### src/rtl/ldfmt_pkg.sv
// Shared widths and encodings for the load data formatter.
// Assumes little-endian load data.
package ldfmt_pkg;
    localparam int BYTE_W   = 8;
    localparam int HALF_W   = 2 * BYTE_W;
    localparam int WORD_W   = 2 * HALF_W;
    localparam int DATA_W   = 2 * WORD_W;
    localparam int SPREAD_N = WORD_W / BYTE_W;

    typedef enum logic [2:0] {
        OP_PLAIN   = 3'd0,
        OP_SPREAD2 = 3'd1,
        OP_SPREAD4 = 3'd2,
        OP_ALIGN_H = 3'd3,
        OP_ALIGN_B = 3'd4
    } ld_op_e;

    typedef enum logic [1:0] {
        SZ_BYTE  = 2'd0,
        SZ_HALF  = 2'd1,
        SZ_WORD  = 2'd2,
        SZ_DWORD = 2'd3
    } ld_size_e;
endpackage

### src/rtl/ldfmt_extend.sv
// Plain-load extension.
// Picks the low byte, halfword, word or the whole doubleword of the
// load data, and sign- or zero-extends the two short sizes to DATA_W.
// Words are always zero-extended.
// Assumes: combinational; the caller registers the result.
module ldfmt_extend
    import ldfmt_pkg::*;
#(
    parameter int DW = DATA_W
) (
    input  logic [DW-1:0] mem,
    input  logic [1:0]    size,
    input  logic          sgn,
    output logic [DW-1:0] result
);
    localparam int BW = BYTE_W;
    localparam int HW = HALF_W;
    localparam int WW = WORD_W;

    // Select the access width and apply the extension rule.
    always_comb begin
        unique case (ld_size_e'(size))
            SZ_BYTE:  result = {{(DW-BW){sgn & mem[BW-1]}}, mem[BW-1:0]};
            SZ_HALF:  result = {{(DW-HW){sgn & mem[HW-1]}}, mem[HW-1:0]};
            SZ_WORD:  result = {{(DW-WW){1'b0}}, mem[WW-1:0]};
            default:  result = mem;
        endcase
    end
endmodule

### src/rtl/ldfmt_spread.sv
// Byte-to-halfword spreading.
// Byte i of the input goes to 16-bit lane i, extended according to sgn.
// With wide low only lanes 0 and 1 are filled; the upper lanes read zero.
// Assumes: LANES is even and at least 2.
module ldfmt_spread
    import ldfmt_pkg::*;
#(
    parameter int LANES = SPREAD_N
) (
    input  logic [LANES*BYTE_W-1:0] bytes_in,
    input  logic                    sgn,
    input  logic                    wide,
    output logic [LANES*HALF_W-1:0] result
);
    localparam int NARROW = 2;
    localparam int PAD    = HALF_W - BYTE_W;

    for (genvar g = 0; g < LANES; g++) begin : g_lane
        logic [BYTE_W-1:0] b;
        logic [HALF_W-1:0] ext;
        logic              live;

        // Per-lane extension of one byte to a halfword.
        always_comb begin
            b    = bytes_in[g*BYTE_W +: BYTE_W];
            ext  = {{PAD{sgn & b[BYTE_W-1]}}, b};
            live = (g < NARROW) || wide;
        end

        assign result[g*HALF_W +: HALF_W] = live ? ext : '0;
    end
endmodule

### src/rtl/ldfmt_align.sv
// Shift-in alignment.
// Shifts the old register pair down by a byte or a halfword and inserts
// the new data at the top.
// Assumes: only old bits above the byte shift are supplied.
module ldfmt_align
    import ldfmt_pkg::*;
#(
    parameter int DW = DATA_W
) (
    input  logic [HALF_W-1:0] mem,
    input  logic [DW-1:BYTE_W] old_hi,
    input  logic              half,
    output logic [DW-1:0]     result
);
    // Choose the shift amount and insert the new data above the old pair.
    always_comb begin
        if (half) result = {mem, old_hi[DW-1:HALF_W]};
        else      result = {mem[BYTE_W-1:0], old_hi};
    end
endmodule

### src/rtl/ldfmt_pred_gate.sv
// Predicate evaluation.
// Decides whether a load executes: the old or new predicate bit is
// selected and optionally inverted. An unconditional load always passes.
// Assumes: predicate inputs are the least significant bit only.
module ldfmt_pred_gate (
    input  logic en,
    input  logic p_old,
    input  logic p_new,
    input  logic use_new,
    input  logic invert,
    output logic pass
);
    logic chosen;

    // Select, optionally invert, and bypass when unconditional.
    always_comb begin
        chosen = use_new ? p_new : p_old;
        pass   = !en || (chosen ^ invert);
    end
endmodule

### src/rtl/ldfmt_top.sv
// Load data formatter top.
// Routes load data through the plain, spread and align shapers, selects
// by op, zeroes cancelled or reserved results, and registers the outcome
// with a valid strobe.
// Assumes: synchronous active-low reset; req_valid is low in the cycle
// in which reset is released.
module ldfmt_top
    import ldfmt_pkg::*;
#(
    parameter int DW = DATA_W
) (
    input  logic          clk,
    input  logic          rst_n,
    input  logic          req_valid,
    input  logic [2:0]    op,
    input  logic [1:0]    size,
    input  logic          sign_ext,
    input  logic [DW-1:0] mem_data,
    input  logic [DW-1:0] old_pair,
    input  logic          pred_en,
    input  logic          pred_old,
    input  logic          pred_new,
    input  logic          pred_use_new,
    input  logic          pred_invert,
    output logic          res_valid,
    output logic          res_cancel,
    output logic [DW-1:0] res_data
);
    localparam int SPREAD_W = SPREAD_N * HALF_W;
    localparam int SBYTES_W = SPREAD_N * BYTE_W;

    logic [DW-1:0]       plain_res;
    logic [SPREAD_W-1:0] spread_res;
    logic [DW-1:0]       align_res;
    logic [DW-1:0]       shaped;
    logic                pass;

    ldfmt_extend #(.DW(DW)) u_extend (
        .mem    (mem_data),
        .size   (size),
        .sgn    (sign_ext),
        .result (plain_res)
    );

    ldfmt_spread #(.LANES(SPREAD_N)) u_spread (
        .bytes_in (mem_data[SBYTES_W-1:0]),
        .sgn      (sign_ext),
        .wide     (op == OP_SPREAD4),
        .result   (spread_res)
    );

    ldfmt_align #(.DW(DW)) u_align (
        .mem    (mem_data[HALF_W-1:0]),
        .old_hi (old_pair[DW-1:BYTE_W]),
        .half   (op == OP_ALIGN_H),
        .result (align_res)
    );

    ldfmt_pred_gate u_gate (
        .en      (pred_en),
        .p_old   (pred_old),
        .p_new   (pred_new),
        .use_new (pred_use_new),
        .invert  (pred_invert),
        .pass    (pass)
    );

    // Pick the shaper that matches the op; reserved codes give zero.
    always_comb begin
        case (op)
            OP_PLAIN:               shaped = plain_res;
            OP_SPREAD2, OP_SPREAD4: shaped = {{(DW-SPREAD_W){1'b0}}, spread_res};
            OP_ALIGN_H, OP_ALIGN_B: shaped = align_res;
            default:                shaped = '0;
        endcase
    end

    // Output register: strobe every cycle, data only on a request.
    always_ff @(posedge clk) begin
        if (!rst_n) begin
            res_valid  <= 1'b0;
            res_cancel <= 1'b0;
            res_data   <= '0;
        end else begin
            res_valid  <= req_valid;
            res_cancel <= req_valid && !pass;
            if (req_valid) res_data <= pass ? shaped : '0;
        end
    end

    // the strobe follows the request by one cycle.
    p_valid_latency_r2: assert property (@(posedge clk) disable iff (!rst_n)
        res_valid == $past(req_valid));

    // without a request the output data holds.
    p_hold_r2: assert property (@(posedge clk) disable iff (!rst_n)
        !req_valid |=> $stable(res_data));

    // a cancelled result is always zero and comes with the strobe.
    p_cancel_zero_r9: assert property (@(posedge clk) disable iff (!rst_n)
        res_cancel |-> (res_valid && res_data == '0));

    // a failing predicate is reported as a cancellation.
    p_cancel_flag_r9: assert property (@(posedge clk) disable iff (!rst_n)
        (req_valid && pred_en && !((pred_use_new ? pred_new : pred_old) ^ pred_invert))
        |=> res_cancel);

    // a spread-2 result has an empty upper word.
    p_spread2_upper_r5: assert property (@(posedge clk) disable iff (!rst_n)
        (req_valid && op == OP_SPREAD2) |=> res_data[DW-1:WORD_W] == '0);

    // halfword align keeps the old pair shifted down by 16.
    p_align_half_r7: assert property (@(posedge clk) disable iff (!rst_n)
        (req_valid && pass && op == OP_ALIGN_H)
        |=> res_data[DW-HALF_W-1:0] == $past(old_pair[DW-1:HALF_W]));

    // byte align puts the new byte on top.
    p_align_byte_r8: assert property (@(posedge clk) disable iff (!rst_n)
        (req_valid && pass && op == OP_ALIGN_B)
        |=> res_data[DW-1:DW-BYTE_W] == $past(mem_data[BYTE_W-1:0]));
endmodule

### config.mk
export PLATFORM = sky130hd
export DESIGN_NAME = ldfmt_top
export DESIGN_NICKNAME = d
export VERILOG_FILES = /design/src/rtl/ldfmt_pkg.sv /design/src/rtl/ldfmt_extend.sv /design/src/rtl/ldfmt_spread.sv /design/src/rtl/ldfmt_align.sv /design/src/rtl/ldfmt_pred_gate.sv /design/src/rtl/ldfmt_top.sv
export SDC_FILE = /design/constraint.sdc
export NUM_CORES = 1
export LEC_CHECK = 0
export ABC_AREA = 1
export CORE_MARGIN = 1
export CORE_UTILIZATION = 30
export DETAILED_ROUTE_END_ITERATION = 12
export PLACE_DENSITY = 0.59
export SYNTH_ARGS = -nofsm -noshare
export SYNTH_HDL_FRONTEND = slang
export SYNTH_SLANG_ARGS = --single-unit
export TNS_END_PERCENT = 1
### constraint.sdc
create_clock -name clk -period 1.23 [get_ports clk]
set_input_delay 0.246 -clock clk [delete_from_list [all_inputs] [get_ports clk]]
set_output_delay 0.246 -clock clk [all_outputs]
set_load 0.03 [all_outputs]
# After elaboration in Yosys (flattened, before gate mapping)

Index checks and enable logic that the tools add are counted.

Logic and storage cells: 29
Output and inout port bits: 66
Register bits after elaboration: 66

Reduce and logical (&&, ||, !) cells: 8
Eq/ne operators: 6
Muxes and demuxes: 7
Bitwise gates (word level): 5

Operators with widths:

| kind               | number |
|---|---|
| $pmux 64 s3        | 2 |
| $mux 64            | 2 |
| $mux 16            | 2 |
| $eq 3x2->1 const B | 2 |
| $and 1x1->1        | 4 |
| $reduce_or 2->1    | 2 |
| $eq 3x1->1 const B | 1 |
| $eq 3x3->1 const B | 1 |
| $logic_not 3->1    | 1 |
| $eq 2x1->1 const B | 1 |
| $eq 2x2->1 const B | 1 |
| $logic_not 1->1    | 2 |
| $logic_not 2->1    | 1 |
| $logic_and 1x1->1  | 1 |
| $logic_or 1x1->1   | 1 |
| $mux 1             | 1 |
| $xor 1x1->1        | 1 |

# Logic depth before layout (Yosys ltp)

Depth in word-level cells: 5
Mapped depth: 10

# Hierarchy

A second synthesis with hierarchy kept.

Cell total of the unflattened synthesis: 1042
Area total of the unflattened synthesis: 6418.7 um^2

By module, submodules not included:

| module          | instances | cells an instance | seq. area each (um^2) | area an instance (um^2) |
|---|---|---|---|---|
| ldfmt_top       | 1         | 589               | 1321.3                | 4117.7 |
| ldfmt_extend    | 1         | 151               | 0.0                   | 890.9 |
| ldfmt_align     | 1         | 206               | 0.0                   | 844.6 |
| ldfmt_spread    | 1         | 85                | 0.0                   | 520.5 |
| ldfmt_pred_gate | 1         | 11                | 0.0                   | 45.0 |

# Least setup slack after synthesis

Ideal clock, no wire load.

Kind: in2reg
From: input port size[1]
To: register res_data[56]
Path buffers: 2
Slack: -0.084 ns
Data arrival time: 1.244 ns
Library setup time: 0.070 ns
Cell stages on the path: 9
Path through: buf_2 nor2_1 nand2_1 nand3_1 buf_2 nand2_1 nand3_1 nand2_1 a21oi_1

Cells in the longest elaborated chain, start to end: 4
Elaborated cells between the ends (all ways): 6

Ends and longest elaborated chain:

| what                                     | line               | RTL |
|---|---|---|
| start: declaration                       | ldfmt_top.sv:16    | `input logic [1:0] size,` |
| $eq 2x2->1, or another cell as far along | ldfmt_extend.sv:22 | `unique case (ld_size_e'(size))` |
| $pmux 64 s3 *                            | ldfmt_extend.sv:22 |  |
| $pmux 64 s3 *                            | ldfmt_top.sv:70    | `case (op)` |
| $mux 64 *                                | ldfmt_top.sv:87    | `if (req_valid) res_data <= pass ? shaped : '0;` |
| end signal: assignment                   | ldfmt_top.sv:87    |  |
| end: declaration                         | ldfmt_top.sv:27    | `output logic [DW-1:0] res_data` |

Mark *: on every way between the ends. The rest lies on a longest branch, timed or not.
A chain may end at the register's enable or synchronous reset.

# Final worst setup path

From: input port pred_en
To: register res_data[23]

Cells in the longest elaborated chain, start to end: 3

Ends and longest elaborated chain:

| what               | line                  | RTL |
|---|---|---|
| start: declaration | ldfmt_top.sv:20       | `input logic pred_en,` |
| $logic_not 1->1    | ldfmt_pred_gate.sv:18 | `pass = !en \|\| (chosen ^ invert);` |
| $logic_or 1x1->1   | ldfmt_pred_gate.sv:18 |  |
| $mux 64            | ldfmt_top.sv:87       |  |

No other way between the ends.

==> results_dict.tcl <==
set metrics [dict create \
    cpMaxStageDelayCell "sky130_fd_sc_hd__clkdlybuf4s50_1" \
    drt-total-wl_um 21600 \
    fmax_mhz 827 \
    timing.clock.skew_ns 0 \
    post-route-cell-area_um2 8110 \
    synth-compound-area-share_pct 9.37 \
    hold_path_class "input port to register" \
    maximum_number_of_pins_on_one_net_before_global_route_repair 48 \
    crit_family "buffers and inverters" \
    synth_flop_cell "sky130_fd_sc_hd__dfxtp_1" \
    drt_pre_antenna_iters 5 \
    cp_arrival_ns 1.44 \
    core_area_um2 15100 \
    grtUsageTotal_pct 25.8 \
    slew_viol_final 0 \
    number_of_enable_type_register_cells_in_the_synthesized_netlist 0 \
    proportion_of_layout_cells_with_a_drive_suffix_above_1_pct 19.1 \
    initialDrtViolationCount 509 \
    clk_pin_slew_ns 0.06 \
    chipHeight_um 126 \
    tns_ns 0 \
    synth_top_cells_by_count "sky130_fd_sc_hd__nand2_1, sky130_fd_sc_hd__nand3_1, sky130_fd_sc_hd__nor2_1" \
    worst_reg2reg_startpoint "res_data[29]" \
    dpl_cell_area_um2 7330 \
    synth-warning-count 0 \
    synth.mux.area_fraction_pct 0 \
    floorplan.die.width_um 126 \
    run_status "complete, no violations" \
    drt.antenna.violating_nets 0 \
    maxCapViolCount 0 \
    main_combinational_cell_family_by_area_after_synthesis "simple AND/OR/NAND/NOR gates" \
    die-area_um2 16000 \
    ctsLongestPathBuffers 2 \
    post_drt_wl_per_cell_um 16.7 \
    fillerInstances 1550 \
    slew-limit-headroom_pct 81.1 \
    timing_worst_slew_pin_value_ns 0.284 \
    route.vias.total 6346 \
    h-tree-depth 3 \
    final_net_count 1243 \
    highest_fanout_seen_on_the_critical_path 7 \
    synth.area.top_cells "sky130_fd_sc_hd__nand2_1, sky130_fd_sc_hd__dfxtp_1, sky130_fd_sc_hd__nand3_1, sky130_fd_sc_hd__a21oi_1, sky130_fd_sc_hd__nor2_1" \
    critical_path_depth 7 \
    yosys_register_bits 66 \
    drc 0 \
    critical_path.reg2reg.endpoint "res_data[29]" \
    worst_r2r_path_depth 2 \
    start_util_pct 30.7 \
    routabilityCongestion 0.856 \
    cp-start-kind "input port" \
    yosys.cell_count.top_type "sky130_fd_sc_hd__nand2_1" \
    hold_violations 0 \
    synth-simple-area-share_pct 51.7 \
    cts-root-buf "sky130_fd_sc_hd__clkbuf_16" \
    area_share_of_the_largest_cell_type_after_synthesis_pct 32.2 \
    setup.worst_path.class "input port to register" \
    layout-area-overhead-vs-synth_pct 74.5 \
    cts-buffers-inserted 9 \
    row_count 45 \
    ios 208 \
    hold_buffers 0 \
    placed_cells_incl_taps 1260 \
    portion_of_the_clock_cycle_consumed_by_the_worst_path_in_the_final_layout_pct 98.3 \
    timing.final.setup_violations 0 \
    synth_adder_area_share_pct 0 \
    numClockSinks 66 \
    power.static_leakage_uw 0.00391 \
    n_antenna_cell 0 \
    worst_skew_pair.late_latency_ns 0.34 \
    timing.critical_path.to "res_data[23]" \
    overflow_left_after_global_routing 0 \
    timing.critical_path.to_type "register" \
    buffer_ports.inserted 199 \
    final_cells 1294 \
    cts_tree "built" \
    total_power_uw 7130 \
    syn_std_cell_area_um2 4650 \
    vdd.ir_drop.worst_uv 665 \
    average_size_of_a_mapped_cell_um2 5.38 \
    critical_path.startpoint "pred_en" \
    r2r_slack_ns 0.53 \
    bufs_and_invs_on_worst_path 3 \
    post_drt_via_cell_ratio 4.90 \
    path_cells "clkdlybuf4s50_1 -> nand3_2 -> nand2_4 -> clkinv_8 -> clkbuf_16 -> nand2_1 -> a21oi_1" \
    vias_in_the_first_global_route 5929 \
    power-per-cell-area_nw_per_um2 880 \
    final_period_minus_worst_setup_slack_ns 1.21 \
    mappedNetlistNets 1005 \
    postSynthCellCount 863 \
    synth.largest_area_cell "sky130_fd_sc_hd__nand2_1" \
    postSynth.asyncResetShare_pct 0 \
    hp-start "req_valid" \
    post-dp-hpwl_um 15300 \
    timing.critical_path.slowest_cell_delay_ns 0.48 \
    synth.yosys.seq_area_share_pct 28.4 \
    post_synth_cell_types 15 \
    post_synth_xor_area_fraction_pct 0 \
    grt_pass1_wl_um 31600 \
    required_ns 1.46 \
    antenna_violations_before_repair 0 \
]
worst min path at each step:
stage                               to  cells after the start  slack (ns)
after global placement    res_data[13]                      2        0.45
final                        res_valid                      3        0.17
after floorplan              res_valid                      2        0.36
after global routing         res_valid                      3        0.23
after CTS                 res_data[60]                      2        0.46
after detailed placement  res_data[60]                      2        0.46
logic make-up (layout without fill, tap and decap cells):
kind of cell,count (synthesis),in the layout
AOI/OAI and AO/OA,87,87
buffers and inverters,117,360
DFF,66,66
and+or+nand+nor,593,593
stage by stage:
step           setup WS, ns  utilization (%)  hold slack [ns]
6_report             0.0209             53.5            0.174
5_1_grt             -0.0105             53.5            0.233
4_1_cts             -0.0465             51.4            0.465
3_5_place_dp         -0.717             48.4            0.456
3_3_place_gp         -0.671             48.4            0.454
2_1_floorplan      -0.00445                -            0.358
report_power, final:
group	internal, uW	total (uW)	switching, uW
combinational	1160	2340	1180
sequential	2220	2270	51.0
clock	1520	2520	995
cell type report:
class | instances | area, um^2 | area share (%)
sequential | 66 | 1320 | 16.3
clock buffer | 14 | 274 | 3.38
multi-input combinational | 680 | 2980 | 36.8
timing repair inverter | 1 | 11.3 | 0.139
inverter | 62 | 245 | 3.03
clock inverter | 2 | 10.0 | 0.123
tap | 188 | 235 | 2.90
timing repair buffer | 281 | 3030 | 37.3
worst register-to-register path, delay by kind of cell (launching register included):
| family | cells | cell delay [ns] |
|---|---|---|
| flops | 1 | 0.42 |
| compound gates | 1 | 0.14 |
| simple gates | 1 | 0.08 |
what timing repair did:
action                                  in CTS  in global routing
gates resized for setup                     33                 45
endpoints found under the setup margin      64                 64
setup buffers                                1                  3
pin swaps                                    5                 13
hold endpoints to repair                     0                  0
gates cloned                                 3                 11
metal layers:
layer	part of all wire, %	GRT usage, %
met1	44	34.7
met3	7.1	4.18
met5	0	0
met4	2.6	9.64
met2	46	41.2
flip-flops by register name, summed over array words and instances (netlist names):
signal and count:
res_valid 1, res_data 64, res_cancel 1
cell usage in the layout, fill, tap and decap left out, types with 3 or more instances in the layout:
cell type | Yosys | layout
sky130_fd_sc_hd__nor2_1 | 70 | 66
sky130_fd_sc_hd__clkbuf_16 | 0 | 16
sky130_fd_sc_hd__clkbuf_8 | 0 | 3
sky130_fd_sc_hd__nand3_1 | 120 | 115
sky130_fd_sc_hd__nor2_4 | 1 | 6
sky130_fd_sc_hd__nand2_4 | 0 | 3
sky130_fd_sc_hd__dfxtp_1 | 66 | 66
sky130_fd_sc_hd__buf_4 | 6 | 103
sky130_fd_sc_hd__clkdlybuf4s50_1 | 0 | 120
sky130_fd_sc_hd__a21oi_2 | 0 | 9
sky130_fd_sc_hd__clkbuf_2 | 0 | 4
sky130_fd_sc_hd__nand3_2 | 0 | 4
sky130_fd_sc_hd__nand2_1 | 398 | 386
sky130_fd_sc_hd__dlymetal6s2s_1 | 0 | 5
sky130_fd_sc_hd__nand2_2 | 1 | 10
sky130_fd_sc_hd__o21ai_0 | 23 | 23
sky130_fd_sc_hd__buf_6 | 0 | 6
sky130_fd_sc_hd__a21oi_1 | 64 | 55
sky130_fd_sc_hd__inv_1 | 60 | 55
sky130_fd_sc_hd__inv_2 | 2 | 6
sky130_fd_sc_hd__buf_12 | 0 | 31
(Power assumes the default switching activity.)
